==> src/rtl/cdiv_pkg.sv <==
package cdiv_pkg;
  typedef enum logic [1:0] {
    TRK_IDLE   = 2'd0,
    TRK_PEND   = 2'd1,
    TRK_SETTLE = 2'd2
  } trk_state_e;
endpackage

==> src/rtl/cdiv_ctrl_reg.sv <==
module cdiv_ctrl_reg #(
  parameter int RATIO_W    = 3,
  parameter int NUM_STAGES = 2,
  localparam int CTRL_W    = RATIO_W * NUM_STAGES
) (
  input  logic              clk,
  input  logic              rst_n,
  input  logic              we,
  input  logic [CTRL_W-1:0] wdata,
  output logic [CTRL_W-1:0] q
);
  always_ff @(posedge clk) begin
    if (!rst_n) q <= '0;
    else if (we) q <= wdata;
  end

  AST_CTRL_HOLD: assert property (@(posedge clk) disable iff (!rst_n)
    !we |=> $stable(q));
endmodule

==> src/rtl/cdiv_settle_track.sv <==
module cdiv_settle_track
  import cdiv_pkg::*;
(
  input  logic clk,
  input  logic rst_n,
  input  logic load,
  input  logic boundary,
  output logic apply,
  output logic busy
);
  trk_state_e st_q, st_d;

  always_comb begin
    st_d = st_q;
    if (load) st_d = TRK_PEND;
    else if (boundary) begin
      case (st_q)
        TRK_PEND:   st_d = TRK_SETTLE;
        TRK_SETTLE: st_d = TRK_IDLE;
        default:    st_d = st_q;
      endcase
    end
  end

  always_ff @(posedge clk) begin
    if (!rst_n) st_q <= TRK_IDLE;
    else st_q <= st_d;
  end

  assign apply = (st_q == TRK_PEND) && boundary && !load;
  assign busy  = (st_q != TRK_IDLE);

  AST_WRITE_RAISES_BUSY: assert property (@(posedge clk) disable iff (!rst_n)
    load |=> busy);
  AST_BUSY_HOLDS_MIDPERIOD: assert property (@(posedge clk) disable iff (!rst_n)
    (busy && !boundary) |=> busy);
  AST_APPLY_NEEDS_BOUNDARY: assert property (@(posedge clk) disable iff (!rst_n)
    apply |-> boundary);
endmodule

==> src/rtl/cdiv_stage.sv <==
module cdiv_stage #(
  parameter int RATIO_W = 3
) (
  input  logic               clk,
  input  logic               rst_n,
  input  logic               en_in,
  input  logic               lvl_in,
  input  logic               apply,
  input  logic [RATIO_W-1:0] new_ratio,
  output logic               boundary,
  output logic               lvl_out
);
  logic [RATIO_W-1:0] act_q;
  logic [RATIO_W-1:0] cnt_q;
  logic [RATIO_W:0]   half;

  assign boundary = en_in && (cnt_q == act_q);
  assign half     = ({1'b0, act_q} + (RATIO_W+1)'(1)) >> 1;
  assign lvl_out  = (act_q == '0) ? lvl_in : ({1'b0, cnt_q} < half);

  always_ff @(posedge clk) begin
    if (!rst_n) begin
      act_q <= '0;
      cnt_q <= '0;
    end else if (en_in) begin
      if (cnt_q == act_q) begin
        cnt_q <= '0;
        if (apply) act_q <= new_ratio;
      end else begin
        cnt_q <= cnt_q + RATIO_W'(1);
      end
    end
  end

  AST_RATIO_ONLY_AT_END: assert property (@(posedge clk) disable iff (!rst_n)
    !boundary |=> $stable(act_q));
  AST_CNT_WITHIN_PERIOD: assert property (@(posedge clk) disable iff (!rst_n)
    cnt_q <= act_q);
endmodule

==> src/rtl/core_clk_divider.sv <==
module core_clk_divider #(
  parameter int RATIO_W    = 3,
  parameter int NUM_STAGES = 2,
  localparam int CTRL_W    = RATIO_W * NUM_STAGES
) (
  input  logic                  clk,
  input  logic                  rst_n,
  input  logic                  ctrl_we,
  input  logic [CTRL_W-1:0]     ctrl_wdata,
  output logic [CTRL_W-1:0]     ctrl_q,
  output logic [NUM_STAGES-1:0] stat_busy,
  output logic                  core_tick,
  output logic                  core_lvl
);
  logic [NUM_STAGES:0] en_chain;
  logic [NUM_STAGES:0] lvl_chain;

  assign en_chain[0]  = 1'b1;
  assign lvl_chain[0] = 1'b1;

  cdiv_ctrl_reg #(.RATIO_W(RATIO_W), .NUM_STAGES(NUM_STAGES)) u_ctrl (
    .clk(clk), .rst_n(rst_n), .we(ctrl_we), .wdata(ctrl_wdata), .q(ctrl_q)
  );

  for (genvar i = 0; i < NUM_STAGES; i++) begin : g_stage
    logic bnd;
    logic app;

    cdiv_settle_track u_trk (
      .clk(clk), .rst_n(rst_n), .load(ctrl_we), .boundary(bnd),
      .apply(app), .busy(stat_busy[i])
    );

    cdiv_stage #(.RATIO_W(RATIO_W)) u_div (
      .clk(clk), .rst_n(rst_n), .en_in(en_chain[i]), .lvl_in(lvl_chain[i]),
      .apply(app), .new_ratio(ctrl_q[i*RATIO_W +: RATIO_W]),
      .boundary(bnd), .lvl_out(lvl_chain[i+1])
    );

    assign en_chain[i+1] = bnd;
  end

  assign core_tick = en_chain[NUM_STAGES];
  assign core_lvl  = lvl_chain[NUM_STAGES];

  AST_CORE_FOLLOWS_FIRST: assert property (@(posedge clk) disable iff (!rst_n)
    core_tick |-> en_chain[1]);
endmodule

==> config.mk <==
export PLATFORM = sky130hd
export DESIGN_NAME = core_clk_divider
export DESIGN_NICKNAME = d
export VERILOG_FILES = /design/src/rtl/cdiv_pkg.sv /design/src/rtl/cdiv_ctrl_reg.sv /design/src/rtl/cdiv_settle_track.sv /design/src/rtl/cdiv_stage.sv /design/src/rtl/core_clk_divider.sv
export SDC_FILE = /design/constraint.sdc
export NUM_CORES = 1
export LEC_CHECK = 0
export ABC_AREA = 1
export BUFFER_PORTS_ARGS = -buffer_cell sky130_fd_sc_hd__clkbuf_2
export CORE_ASPECT_RATIO = 1.75
export CORE_MARGIN = 2
export CORE_UTILIZATION = 35
export DETAILED_ROUTE_END_ITERATION = 16
export SKIP_LAST_GASP = 1
export SLEW_MARGIN = 20
export SYNTH_ARGS = -nofsm -noshare
export SYNTH_HDL_FRONTEND = slang
export SYNTH_SLANG_ARGS = --single-unit
==> constraint.sdc <==
create_clock -name clk -period 1.6 [get_ports clk]
set_clock_uncertainty 0.05 [all_clocks]
set_input_delay 0.32 -clock clk [delete_from_list [all_inputs] [get_ports clk]]
set_output_delay 0.32 -clock clk [all_outputs]
set_load 0.01 [all_outputs]
==> out/metrics.csv, run 1 <==
metric,value,unit
antenna_found_initial,0,
pin_count,19,
end_kind,output port,
synth_top_area_frac,0.347,
ys_seq_elements,22,
dr_total_vias,1147,
clockBufferDepth,2,
post_drt_wl_per_cell,10.4,um
die_w,49.5,um
p_leak,0.798,nW
rsz0062_at_grt,yes,
yosys.area.top_type,dfxtp_1,
drv_slew,0,
async_flop_share,0,
synth_edf_count,0,
cap_violations,0,
p_int,1.14,mW
post-dp-hpwl,2050,um
htree_levels,1,
hold_start,ctrl_wdata[4],
violations,negative setup slack,
clk_latency,0.26,ns
antenna_cells,0,
cts_buffers,3,
synthCells,168,
layout-drive-gt1-share,0.345,
portBuffers,18,
status,"complete, but fails checks",
seq_power_share,0.375,
crit_arrival,1.65,ns
synth-seq-area-share,0.347,
syn-cell-area,1270,sq um
peakVddDrop,884,uV
net-switching-power,536,uW
worstSetupStartpoint,g_stage[0].u_div.act_q[1]$_SDFFE_PN0P_,
yosysUniqueCellTypes,20,
first_global_vias,1094,
clockRootBuffer,clkbuf_8,
coreArea,3560,sq um
syn_nets,193,
clock-sinks,22,
synth_flop_cell,dfxtp_1,
critPathLaunchType,flop,
fin_util,0.480,
grt_pass1_wl,4490,um
yosys_warnings,0,
swShare,0.320,
grt_max_degree,13,
max-slew-margin-rel,0.772,
r2r_start,g_stage[0].u_div.act_q[1]$_SDFFE_PN0P_,
period_share,1.26,
die_area,4140,sq um
rows,29,
nets,232,
syn_area_per_cell,7.55,sq um
worst_slack,-0.418,ns
clkPwrFrac,0.236,
fp.dieH,83.6,um
finalSetupViolations,2,
synth_area_leaders,"dfxtp_1 (35%), ha_1 (16%), nand2_1 (9.8%)",
min_path_type,in2reg,
postRouteAntennaNets,0,
comb_power_share,0.389,
worstMarginPinSlew,0.342,ns
cp_max_fo,3,
cts.clk_slew.worst_paths,0.08,ns
max_freq,0.495,GHz
initial_utilization,0.357,
path_class,reg2out,
syn_to_final_growth,34.6,%
fin_crit,2.02,ns
gp_congestion,0.791,
cts_tree,yes,
grt_overflow,0,
final_cell_mix,"nand2_1 (24), inv_1 (21), nor2_1 (19)",
cts_hold_buf,0,
route.detailed.drc,0,
placed_cell_area,1500,sq um
critPathRequiredTime,1.23,ns
first_pass_iters,4,
layout_commonest_cell,nand2_1,
drt_iter0_markers,31,
drt_wl_total,2610,um
grt_util_all_layers,0.140,
vias_per_cell,4.55,
dp.cells,242,
hold_violations,0,
stdcell_count,252,
holdWs,0.229,ns
power_density,981,nW/um^2
fin_area,1710,sq um
==> synthesized netlist by cell type, types with 2 or more instances <==
cell type	number
o21ai_0	11
inv_2	2
buf_4	2
nand3_1	11
ha_1	16
xnor2_1	4
nor2_1	19
inv_1	23
nand2_1	33
dfxtp_1	22
a21oi_1	15
clkbuf_1	2
==> per-stage QoR <==
step / worst slack (ns) / total power, mW / setup TNS [ns]
after floorplan: -0.0223 / 0.965 / -0.0223
after global placement: -0.135 / 1.11 / -0.135
after detailed placement: -0.126 / 1.12 / -0.126
after CTS: -0.420 / 1.60 / -0.626
after global routing: -0.516 / 1.78 / -0.735
final: -0.418 / 1.68 / -0.487
==> timing repair <==
| action | CTS | global route |
|---|---|---|
| endpoints found under the setup margin | 2 | 11 |
| buffers inserted | 4 | 4 |
| gates resized for setup | 5 | 28 |
| pin swaps | 3 | 11 |
| endpoints found under the hold margin | 0 | 0 |
==> power by group through the flow <==
stage | clock [mW] | sequential [mW] | combinational (mW)
2_1_floorplan | 0 | 0.639 | 0.326
3_3_place_gp | 0 | 0.640 | 0.475
3_5_place_dp | 0 | 0.641 | 0.477
4_1_cts | 0.405 | 0.629 | 0.567
5_1_grt | 0.423 | 0.633 | 0.724
6_report | 0.395 | 0.628 | 0.652
==> per-layer routing <==
layer	routed length [um]	part of all wire	global-route usage
met1	969	0.37	0.138
met2	1520	0.58	0.268
met3	59	0.023	0.0125
met4	61	0.023	0.0833
met5	0	0	0
==> logic make-up after synthesis <==
kind of cell | share of synthesized area
AO/OA/AOI/OAI | 0.107
flip-flops | 0.347
adder cells (fa/ha/maj) | 0.158
buffers and inverters | 0.0917
AND/OR/NAND/NOR | 0.249
XOR/XNOR | 0.0473
==> state kept, by name (all words and copies together) (netlist names) <==
register	flops
g_stage.u_div.act_q	6
g_stage.u_div.cnt_q	6
u_ctrl.q	6
g_stage.u_trk.st_q	4
==> cell type report <==
cell class | count | area (sq um)
fill | 387 | 1850
tap | 46 | 57.6
timing repair buffer | 38 | 279
clock buffer | 4 | 55.1
multi-input combinational | 117 | 769
inverter | 25 | 101
sequential | 22 | 445
==> path summary, 6_finish.rpt <==
path                                      endpoint  slack (ns)  cells past startpoint
max                                       core_lvl       -0.42                      9
min reg2reg   g_stage[0].u_div.cnt_q[0]$_SDFF_PP0_        0.42                      1
max reg2reg  g_stage[0].u_trk.st_q[1]$_SDFFE_PP0P_        0.07                      8
min                       u_ctrl.q[4]$_SDFFE_PN0P_        0.23                      3
==> critical path: stages, from the launching register on <==
cell and delay [ns]:
dfxtp_2 0.33, ha_2 0.18, xnor2_1 0.12, ha_1 0.29
nand3_2 0.06, nand2_2 0.07, a21oi_2 0.04, a31oi_1 0.13
inv_1 0.06, buf_6 0.11
Power figures use the tool's default switching activity.
==> inputs of run 2 (changes only) <==
--- a/config.mk
+++ b/config.mk
@@ -10,6 +10,7 @@
 export CORE_ASPECT_RATIO = 1.75
 export CORE_MARGIN = 2
 export CORE_UTILIZATION = 35
+export CTS_BUF_LIST = sky130_fd_sc_hd__clkbuf_8 sky130_fd_sc_hd__clkbuf_16
 export DETAILED_ROUTE_END_ITERATION = 16
 export SKIP_LAST_GASP = 1
 export SLEW_MARGIN = 20
==> constraint.sdc (replaced) <==
create_clock -name clk -period 2.52 [get_ports clk]
set_clock_uncertainty 0.05 [all_clocks]
set_input_delay 0.504 -clock clk [delete_from_list [all_inputs] [get_ports clk]]
set_output_delay 0.504 -clock clk [all_outputs]
set_load 0.01 [all_outputs]
==> out/metrics.csv, run 2 (synthesized netlist as in run 1, its figures left out) <==
metric,value,unit
nets,212,
clockRootBuffer,clkbuf_8,
nFillCells,415,
antenna_found_initial,0,
hold_violations,0,
layout_commonest_cell,nand2_1,
period_share,0.906,
layout-drive-gt1-share,0.161,
final_cell_mix,"nand2_1 (33), inv_1 (23), dfxtp_1 (22)",
fp.dieH,83.6,um
top_regs,"g_stage.u_div.act_q (6), g_stage.u_div.cnt_q (6), u_ctrl.q (6)",
coreArea,3560,sq um
crit_arrival,1.73,ns
worstMarginPinSlew,0.338,ns
placed_cell_area,1390,sq um
finalSetupViolations,0,
grt_max_degree,14,
initial_utilization,0.357,
clk_latency,0.26,ns
vias_per_cell,4.53,
htree_levels,1,
first_pass_iters,4,
min_path_type,in2reg,
drv_slew,0,
cts.clk_slew.worst_paths,0.08,ns
rows,29,
clock-sinks,22,
fin_area,1450,sq um
post_drt_wl_per_cell,10.2,um
fin_util,0.407,
max_freq,0.438,GHz
route.detailed.drc,0,
post-dp-hpwl,1960,um
pin_count,19,
gp_congestion,0.775,
finalPower,919,uW
fin_crit,2.28,ns
clockBufferDepth,2,
holdWs,0.404,ns
die_area,4140,sq um
syn_to_final_growth,14.2,%
grt_util_all_layers,0.132,
drt_iter0_markers,14,
power_density,634,nW/um^2
p_leak,0.671,nW
rsz0062_at_grt,no,
cts_hold_buf,0,
final.setup.tns,0,ns
cp_max_fo,5,
peakVddDrop,450,uV
status,finished clean,
antenna_cells,0,
critPathRequiredTime,1.97,ns
end_kind,output port,
grt_pass1_wl,4290,um
first_global_vias,1025,
grt_overflow,0,
portBuffers,18,
cts-resized-gates,0,
postRouteAntennaNets,0,
max-slew-margin-rel,0.774,
dr_total_vias,1052,
die_w,49.5,um
cap_violations,0,
cts_tree,yes,
cts_buffers,3,
post-cts-setup-buffers,0,
path_class,reg2out,
drt_wl_total,2380,um
critPathLaunchType,flop,
[run 2: changes by cell type in the layout (fill, tap and decap cells not counted), moves of 2 or more]
cell,delta
dfxtp_1,+4
dfxtp_2,-4
inv_4,-3
buf_6,-9
buf_4,-13
clkbuf_2,+2
nand3_1,+2
nand2_1,+9
a21oi_2,-2
nand2_2,-9
a21oi_1,+2
inv_1,+2
[run 2: per-layer routing]
metal | global-route usage | part of all wire | vias to the layer above | wire length [um]
met1 | 0.138 | 0.39 | 466 | 920
met3 | 0.0108 | 0.021 | 4 | 49
met5 | 0 | 0 | - | 0
li1 | - | - | 570 | -
met4 | 0.0833 | 0.023 | 0 | 55
met2 | 0.246 | 0.57 | 12 | 1350
[run 2: report_power, final]
part / internal [mW] / switching, mW / leakage (nW)
registers: 0.375 / 0.0255 / 0.180
clock network: 0.139 / 0.116 / 0.0288
logic: 0.101 / 0.161 / 0.462
[run 2: critical path, stage by stage (launching register included)]
cell,delay [ns]
dfxtp_1,0.37
ha_1,0.21
xnor2_1,0.12
ha_1,0.27
nand3_1,0.07
nand2_1,0.06
a21oi_1,0.05
a31oi_1,0.13
inv_1,0.05
clkbuf_2,0.12
[run 2: worst paths after layout]
path | cells past startpoint | slack (ns) | from | endpoint
worst min register to register | 1 | 0.42 | g_stage[0].u_div.cnt_q[0]$_SDFF_PP0_ | g_stage[0].u_div.cnt_q[0]$_SDFF_PP0_
worst min-delay path | 3 | 0.40 | ctrl_wdata[1] | u_ctrl.q[1]$_SDFFE_PN0P_
worst max register to register | 6 | 1.13 | g_stage[0].u_div.act_q[1]$_SDFFE_PN0P_ | g_stage[1].u_div.act_q[0]$_SDFFE_PN0P_
worst max-delay path | 9 | 0.24 | g_stage[0].u_div.act_q[1]$_SDFFE_PN0P_ | core_lvl
[run 2: final cells by class]
class | count | area (sq um) | area share
Tap cell | 46 | 57.6 | 0.0397
Inverter | 25 | 93.8 | 0.0648
Sequential cell | 22 | 440 | 0.304
Clock buffer | 4 | 55.1 | 0.0380
Multi-Input combinational cell | 117 | 712 | 0.491
Timing Repair Buffer | 18 | 90.1 | 0.0622
[run 2: metrics by stage]
stage	worst slack [ns]	instances
floorplan	0.669	168
global placement	0.526	228
detailed placement	0.502	228
CTS	0.204	232
global route	0.0154	232
finish	0.236	232
